==> src/rtl/irq_agg_pkg.sv <==
package irq_agg_pkg;

  typedef struct packed {
    logic pend_rd;
    logic ack_wr;
    logic mask_rd;
    logic mask_set;
    logic mask_clr;
  } reg_sel_t;

  // word-address map per variant
  function automatic reg_sel_t decode_addr(input bit latched, input int unsigned word);
    reg_sel_t s;
    s = '0;
    if (latched) begin
      case (word)
        0: s.pend_rd  = 1'b1;
        2: s.ack_wr   = 1'b1;
        3: s.mask_rd  = 1'b1;
        4: s.mask_set = 1'b1;
        5: s.mask_clr = 1'b1;
        default: ;
      endcase
    end else begin
      case (word)
        0: s.pend_rd  = 1'b1;
        1: s.mask_rd  = 1'b1;
        2: s.mask_set = 1'b1;
        3: s.mask_clr = 1'b1;
        default: ;
      endcase
    end
    return s;
  endfunction

endpackage

==> src/rtl/irq_agg_regmap.sv <==
module irq_agg_regmap #(
  parameter int ADDR_W  = 4,
  parameter bit LATCHED = 1'b1
) (
  input  logic                  we_i,
  input  logic [ADDR_W-1:0]     addr_i,
  output irq_agg_pkg::reg_sel_t sel_o,
  output logic                  ack_we_o,
  output logic                  mset_we_o,
  output logic                  mclr_we_o
);
  import irq_agg_pkg::*;

  always_comb begin
    sel_o     = decode_addr(LATCHED, int'(addr_i));
    ack_we_o  = we_i & sel_o.ack_wr;
    mset_we_o = we_i & sel_o.mask_set;
    mclr_we_o = we_i & sel_o.mask_clr;
  end
endmodule

==> src/rtl/irq_agg_pending.sv <==
module irq_agg_pending #(
  parameter int N_SRC   = 32,
  parameter bit LATCHED = 1'b1
) (
  input  logic             clk_i,
  input  logic             rst_ni,
  input  logic [N_SRC-1:0] src_i,
  input  logic             ack_we_i,
  input  logic [N_SRC-1:0] ack_data_i,
  output logic [N_SRC-1:0] pend_o
);
  if (LATCHED) begin : g_latched
    logic [N_SRC-1:0] src_q;
    logic [N_SRC-1:0] pend_q;
    logic [N_SRC-1:0] rise;
    logic [N_SRC-1:0] ack;

    assign rise = src_i & ~src_q;
    assign ack  = ack_we_i ? ack_data_i : '0;

    always_ff @(posedge clk_i or negedge rst_ni) begin
      if (!rst_ni) begin
        src_q  <= '0;
        pend_q <= '0;
      end else begin
        src_q  <= src_i;
        // edge applied after clear: a racing edge survives
        pend_q <= (pend_q & ~ack) | rise;
      end
    end

    assign pend_o = pend_q;
  end else begin : g_level
    logic unused_level;
    assign unused_level = ^{clk_i, rst_ni, ack_we_i, ack_data_i};
    assign pend_o = src_i;
  end
endmodule

==> src/rtl/irq_agg_mask.sv <==
module irq_agg_mask #(
  parameter int N_SRC = 32
) (
  input  logic             clk_i,
  input  logic             rst_ni,
  input  logic             set_we_i,
  input  logic             clr_we_i,
  input  logic [N_SRC-1:0] wdata_i,
  output logic [N_SRC-1:0] mask_o
);
  logic [N_SRC-1:0] mask_q;
  logic [N_SRC-1:0] set_bits;
  logic [N_SRC-1:0] clr_bits;

  assign set_bits = set_we_i ? wdata_i : '0;
  assign clr_bits = clr_we_i ? wdata_i : '0;

  always_ff @(posedge clk_i or negedge rst_ni) begin
    if (!rst_ni) mask_q <= '1;
    else         mask_q <= (mask_q & ~clr_bits) | set_bits;
  end

  assign mask_o = mask_q;
endmodule

==> src/rtl/irq_aggregator.sv <==
module irq_aggregator #(
  parameter int N_SRC   = 32,
  parameter int ADDR_W  = 4,
  parameter bit LATCHED = 1'b1
) (
  input  logic              clk_i,
  input  logic              rst_ni,
  input  logic [N_SRC-1:0]  irq_src_i,
  input  logic [ADDR_W-1:0] addr_i,
  input  logic [N_SRC-1:0]  wdata_i,
  input  logic              we_i,
  output logic [N_SRC-1:0]  rdata_o,
  output logic              irq_o
);
  import irq_agg_pkg::*;

  reg_sel_t         sel;
  logic             ack_we;
  logic             mset_we;
  logic             mclr_we;
  logic [N_SRC-1:0] pend_w;
  logic [N_SRC-1:0] mask_w;
  logic             irq_q;

  irq_agg_regmap #(.ADDR_W(ADDR_W), .LATCHED(LATCHED)) i_regmap (
    .we_i      (we_i),
    .addr_i    (addr_i),
    .sel_o     (sel),
    .ack_we_o  (ack_we),
    .mset_we_o (mset_we),
    .mclr_we_o (mclr_we)
  );

  irq_agg_pending #(.N_SRC(N_SRC), .LATCHED(LATCHED)) i_pending (
    .clk_i      (clk_i),
    .rst_ni     (rst_ni),
    .src_i      (irq_src_i),
    .ack_we_i   (ack_we),
    .ack_data_i (wdata_i),
    .pend_o     (pend_w)
  );

  irq_agg_mask #(.N_SRC(N_SRC)) i_mask (
    .clk_i    (clk_i),
    .rst_ni   (rst_ni),
    .set_we_i (mset_we),
    .clr_we_i (mclr_we),
    .wdata_i  (wdata_i),
    .mask_o   (mask_w)
  );

  always_comb begin
    rdata_o = '0;
    if (sel.pend_rd) rdata_o = pend_w;
    if (sel.mask_rd) rdata_o = mask_w;
  end

  always_ff @(posedge clk_i or negedge rst_ni) begin
    if (!rst_ni) irq_q <= 1'b0;
    else         irq_q <= |(pend_w & ~mask_w);
  end

  assign irq_o = irq_q;
endmodule

==> config.mk <==
export PLATFORM = sky130hd
export DESIGN_NAME = irq_aggregator
export DESIGN_NICKNAME = d
export VERILOG_FILES = /design/src/rtl/irq_agg_pkg.sv /design/src/rtl/irq_agg_regmap.sv /design/src/rtl/irq_agg_pending.sv /design/src/rtl/irq_agg_mask.sv /design/src/rtl/irq_aggregator.sv
export SDC_FILE = /design/constraint.sdc
export NUM_CORES = 1
export LEC_CHECK = 0
export BUFFER_PORTS_ARGS = -buffer_cell sky130_fd_sc_hd__buf_2
export CAP_MARGIN = 0
export CORE_ASPECT_RATIO = 0.9
export CORE_MARGIN = 10
export CORE_UTILIZATION = 49
export CTS_BUF_LIST = sky130_fd_sc_hd__clkbuf_2
export CTS_CLUSTER_DIAMETER = 40
export DETAILED_ROUTE_END_ITERATION = 6
export PLACE_DENSITY = 0.87
export SLEW_MARGIN = 0
export SYNTH_ARGS = -nofsm -noshare
export SYNTH_HDL_FRONTEND = slang
export SYNTH_SLANG_ARGS = --single-unit
==> constraint.sdc <==
create_clock -name clk_i -period 1.24 [get_ports clk_i]
set_input_delay 0.248 -clock clk_i [delete_from_list [all_inputs] [get_ports clk_i]]
set_output_delay 0.248 -clock clk_i [all_outputs]
set_load 0.01 [all_outputs]
==> results.sh <==
export IMPL_outcome="finished, violations left"
export IMPL_violations="negative setup slack"
export IMPL_clk_latency_ns=0.53
export IMPL_root_buffer="clkbuf_2"
export IMPL_crit_path_max_fanout=2
export IMPL_grt_usage_pct=21.50
export IMPL_pin_count=104
export IMPL_tightest_slew_ns=0.3301
export IMPL_synthTopCellsByArea="dfrtp_1 (40%), dfstp_2 (21%), a22o_1 (21%), inv_1 (5.9%), nand2_1 (5.9%)"
export IMPL_synth_seq_cells=97
export IMPL_fin_skew_ns=0.01542
export IMPL_fin_tns_setup_ns=-13.40
export IMPL_fin_nets=665
export IMPL_drive_gt1_share_pct=38.23
export IMPL_ys_types=18
export IMPL_start_kind="flip-flop"
export IMPL_clk_pin_slew_ns=0.25
export IMPL_worstSetupPathType="flip-flop to output pin"
export IMPL_die_h_um=106.5
export IMPL_synth_seq_area_share_pct=60.57
export IMPL_grt_pass1_wl_mm=21.20
export IMPL_gp_congestion=0.8597
export IMPL_ctsLongestPathBuffers=2
export IMPL_numCtsBuffers=9
export IMPL_vias_per_cell=5.550
export IMPL_initial_utilization_pct=50.50
export IMPL_diodes=0
export IMPL_die_area_um2=12370
export IMPL_hold_class="input port to async pin"
export IMPL_io_buffers=103
export IMPL_synthCells=366
export IMPL_syn_to_final_growth_pct=49.97
export IMPL_cts_htree_levels=3
export IMPL_cp_end_kind="output pin"
export IMPL_finalWirelength_mm=13.18
export IMPL_cts_tree="built"
export IMPL_antenna_left=0
export IMPL_die_w_um=116.1
export IMPL_num_vias=3874
export IMPL_power_density_nw_per_um2=1190
export IMPL_core_area_um2=8068
export IMPL_fmax_mhz=571.6
export IMPL_grt_pass1_vias=4172
export IMPL_num_fill_cells=493
export IMPL_grt_max_degree=41
export IMPL_antenna_found_initial=0
export IMPL_layout_min_cycle_time_ns=1.749
export IMPL_drt_first_iter_violations=288
export IMPL_rows=31
export IMPL_yosysWarnings=0
export IMPL_avgRoutedWirePerCell_um=18.88
export IMPL_max_slew_margin_pct=78.00
export IMPL_rsz0062_at_grt="true"
export IMPL_critPathArrivalTime_ns=1.50
export IMPL_whs_ns=0.09925
export IMPL_place_inst=571
export IMPL_power_leakage_nw=3.221
export IMPL_final_setup_worst_slack_ns=-0.5094
export IMPL_worstPathRequired_ns=0.99
export IMPL_syn_avg_cell_area_um2=11.13
export IMPL_synth_area_um2=4074
export IMPL_synth_top_cell_by_area="dfrtp_1"
export IMPL_period_share_pct=141.1
export IMPL_layout_commonest_cell="buf_2"
export IMPL_instances_no_fill=698
export IMPL_cts_sinks=97
export IMPL_drtPass1Iterations=4
export IMPL_drcViolationCount=0
export IMPL_final_cell_mix="buf_2 (97), a22o_1 (96), dlygate4sd3_1 (65), dfrtp_1 (65)"
export IMPL_setup_viol=34
export IMPL_synth_top_area_share_pct=39.93
export IMPL_ir_drop_mv=0.6648
export IMPL_syn_nets=437
export IMPL_cap_violations=0
export IMPL_hold_viol_final=0
export IMPL_maxSlewViolCount=0
export IMPL_grt_overflow_total=0
export IMPL_dp_hpwl_mm=7.921
==> per-layer routing <==
layer	share of wire [%]	global-route usage, %	vias to the layer above
met4	3.7	10.36	0
li1	-	-	1737
met1	38	25.73	1905
met5	0	0	-
met3	7.1	5.228	47
met2	51	35.49	185
==> path summary, 6_finish.rpt <==
kind	start	slack, ns	endpoint	depth (start not counted)
worst max-delay path	i_mask.mask_o[26]	-0.51	rdata_o[26]	3
worst min-delay path	rst_ni	0.1	i_pending.pend_o[5]	2
worst max register to register	i_mask.mask_o[13]	-0.14	irq_o	5
worst min register to register	i_pending.pend_o[31]	0.56	i_pending.pend_o[31]	1
max in group asynchronous	rst_ni	0.55	i_mask.mask_o[10]	3
min in group clk_i	irq_src_i[5]	0.33	i_pending.g_latched.src_q[5]	2
==> flip-flops by register name, summed over array words and instances, names as in the netlist <==
| register | count |
|---|---|
| i_pending.pend_o | 32 |
| i_pending.g_latched.src_q | 32 |
| i_mask.mask_o | 32 |
| irq_o | 1 |
==> synth_stat cells, drive strengths merged <==
cell type / instances
a22o: 96
and3: 1
and4b: 1
buf: 16
clkbuf: 1
dfrtp: 65
dfstp: 32
inv: 64
nand2: 64
nand3b: 1
nand4: 1
nor2: 1
nor3: 1
nor3b: 1
nor4: 5
o22ai: 16
==> cell families after synthesis <==
| logic type | share of synthesized area (%) |
|---|---|
| buffers and inverters | 8.139 |
| DFF | 60.57 |
| and+or+nand+nor | 8.200 |
| AOI/OAI and AO/OA | 23.10 |
==> power by group <==
| part | switching (W) | internal [W] |
|---|---|---|
| combinational | 0.000741 | 0.00112 |
| sequential | 0.000224 | 0.00368 |
| clock | 0.00102 | 0.000475 |
| total | 0.00199 | 0.00528 |
==> per-stage QoR <==
stage / utilization [%] / power, W / setup WS (ns) / cell area, um^2
after floorplan: - / 0.004400 / -0.02041 / 4090
after CTS: 73.62 / 0.007054 / -0.5161 / 5939
final: 75.73 / 0.007269 / -0.5094 / 6110
after global routing: 75.73 / 0.007606 / -0.6088 / 6110
after detailed placement: 60.53 / 0.004976 / -0.2989 / 4883
after global placement: 60.53 / 0.004927 / -0.2561 / 4883
==> what timing repair did <==
item / 4_1_cts / 5_1_grt
resized for setup: 12 / 13
pin swaps: 34 / 7
hold buffers: 65 / 0
buffers inserted: 32 / 16
setup endpoints to repair: 34 / 34
endpoints found under the hold margin: 169 / 0
==> worst max-delay path: stages, from the launching register on <==
cell     delay [ns]
dfstp_2        0.62
buf_6          0.10
a22o_1         0.12
buf_2          0.13
==> cell type report <==
class | count | area (um^2) | share of cell area (%)
Clock buffer | 11 | 55.05 | 0.9011
Timing Repair Buffer | 234 | 1813 | 29.67
Tap cell | 99 | 123.9 | 2.027
Multi-Input combinational cell | 188 | 1353 | 22.14
Inverter | 64 | 240.2 | 3.932
Clock inverter | 5 | 57.56 | 0.9420
Sequential cell | 97 | 2467 | 40.39
No activity file was read; power rests on OpenSTA's default activity.
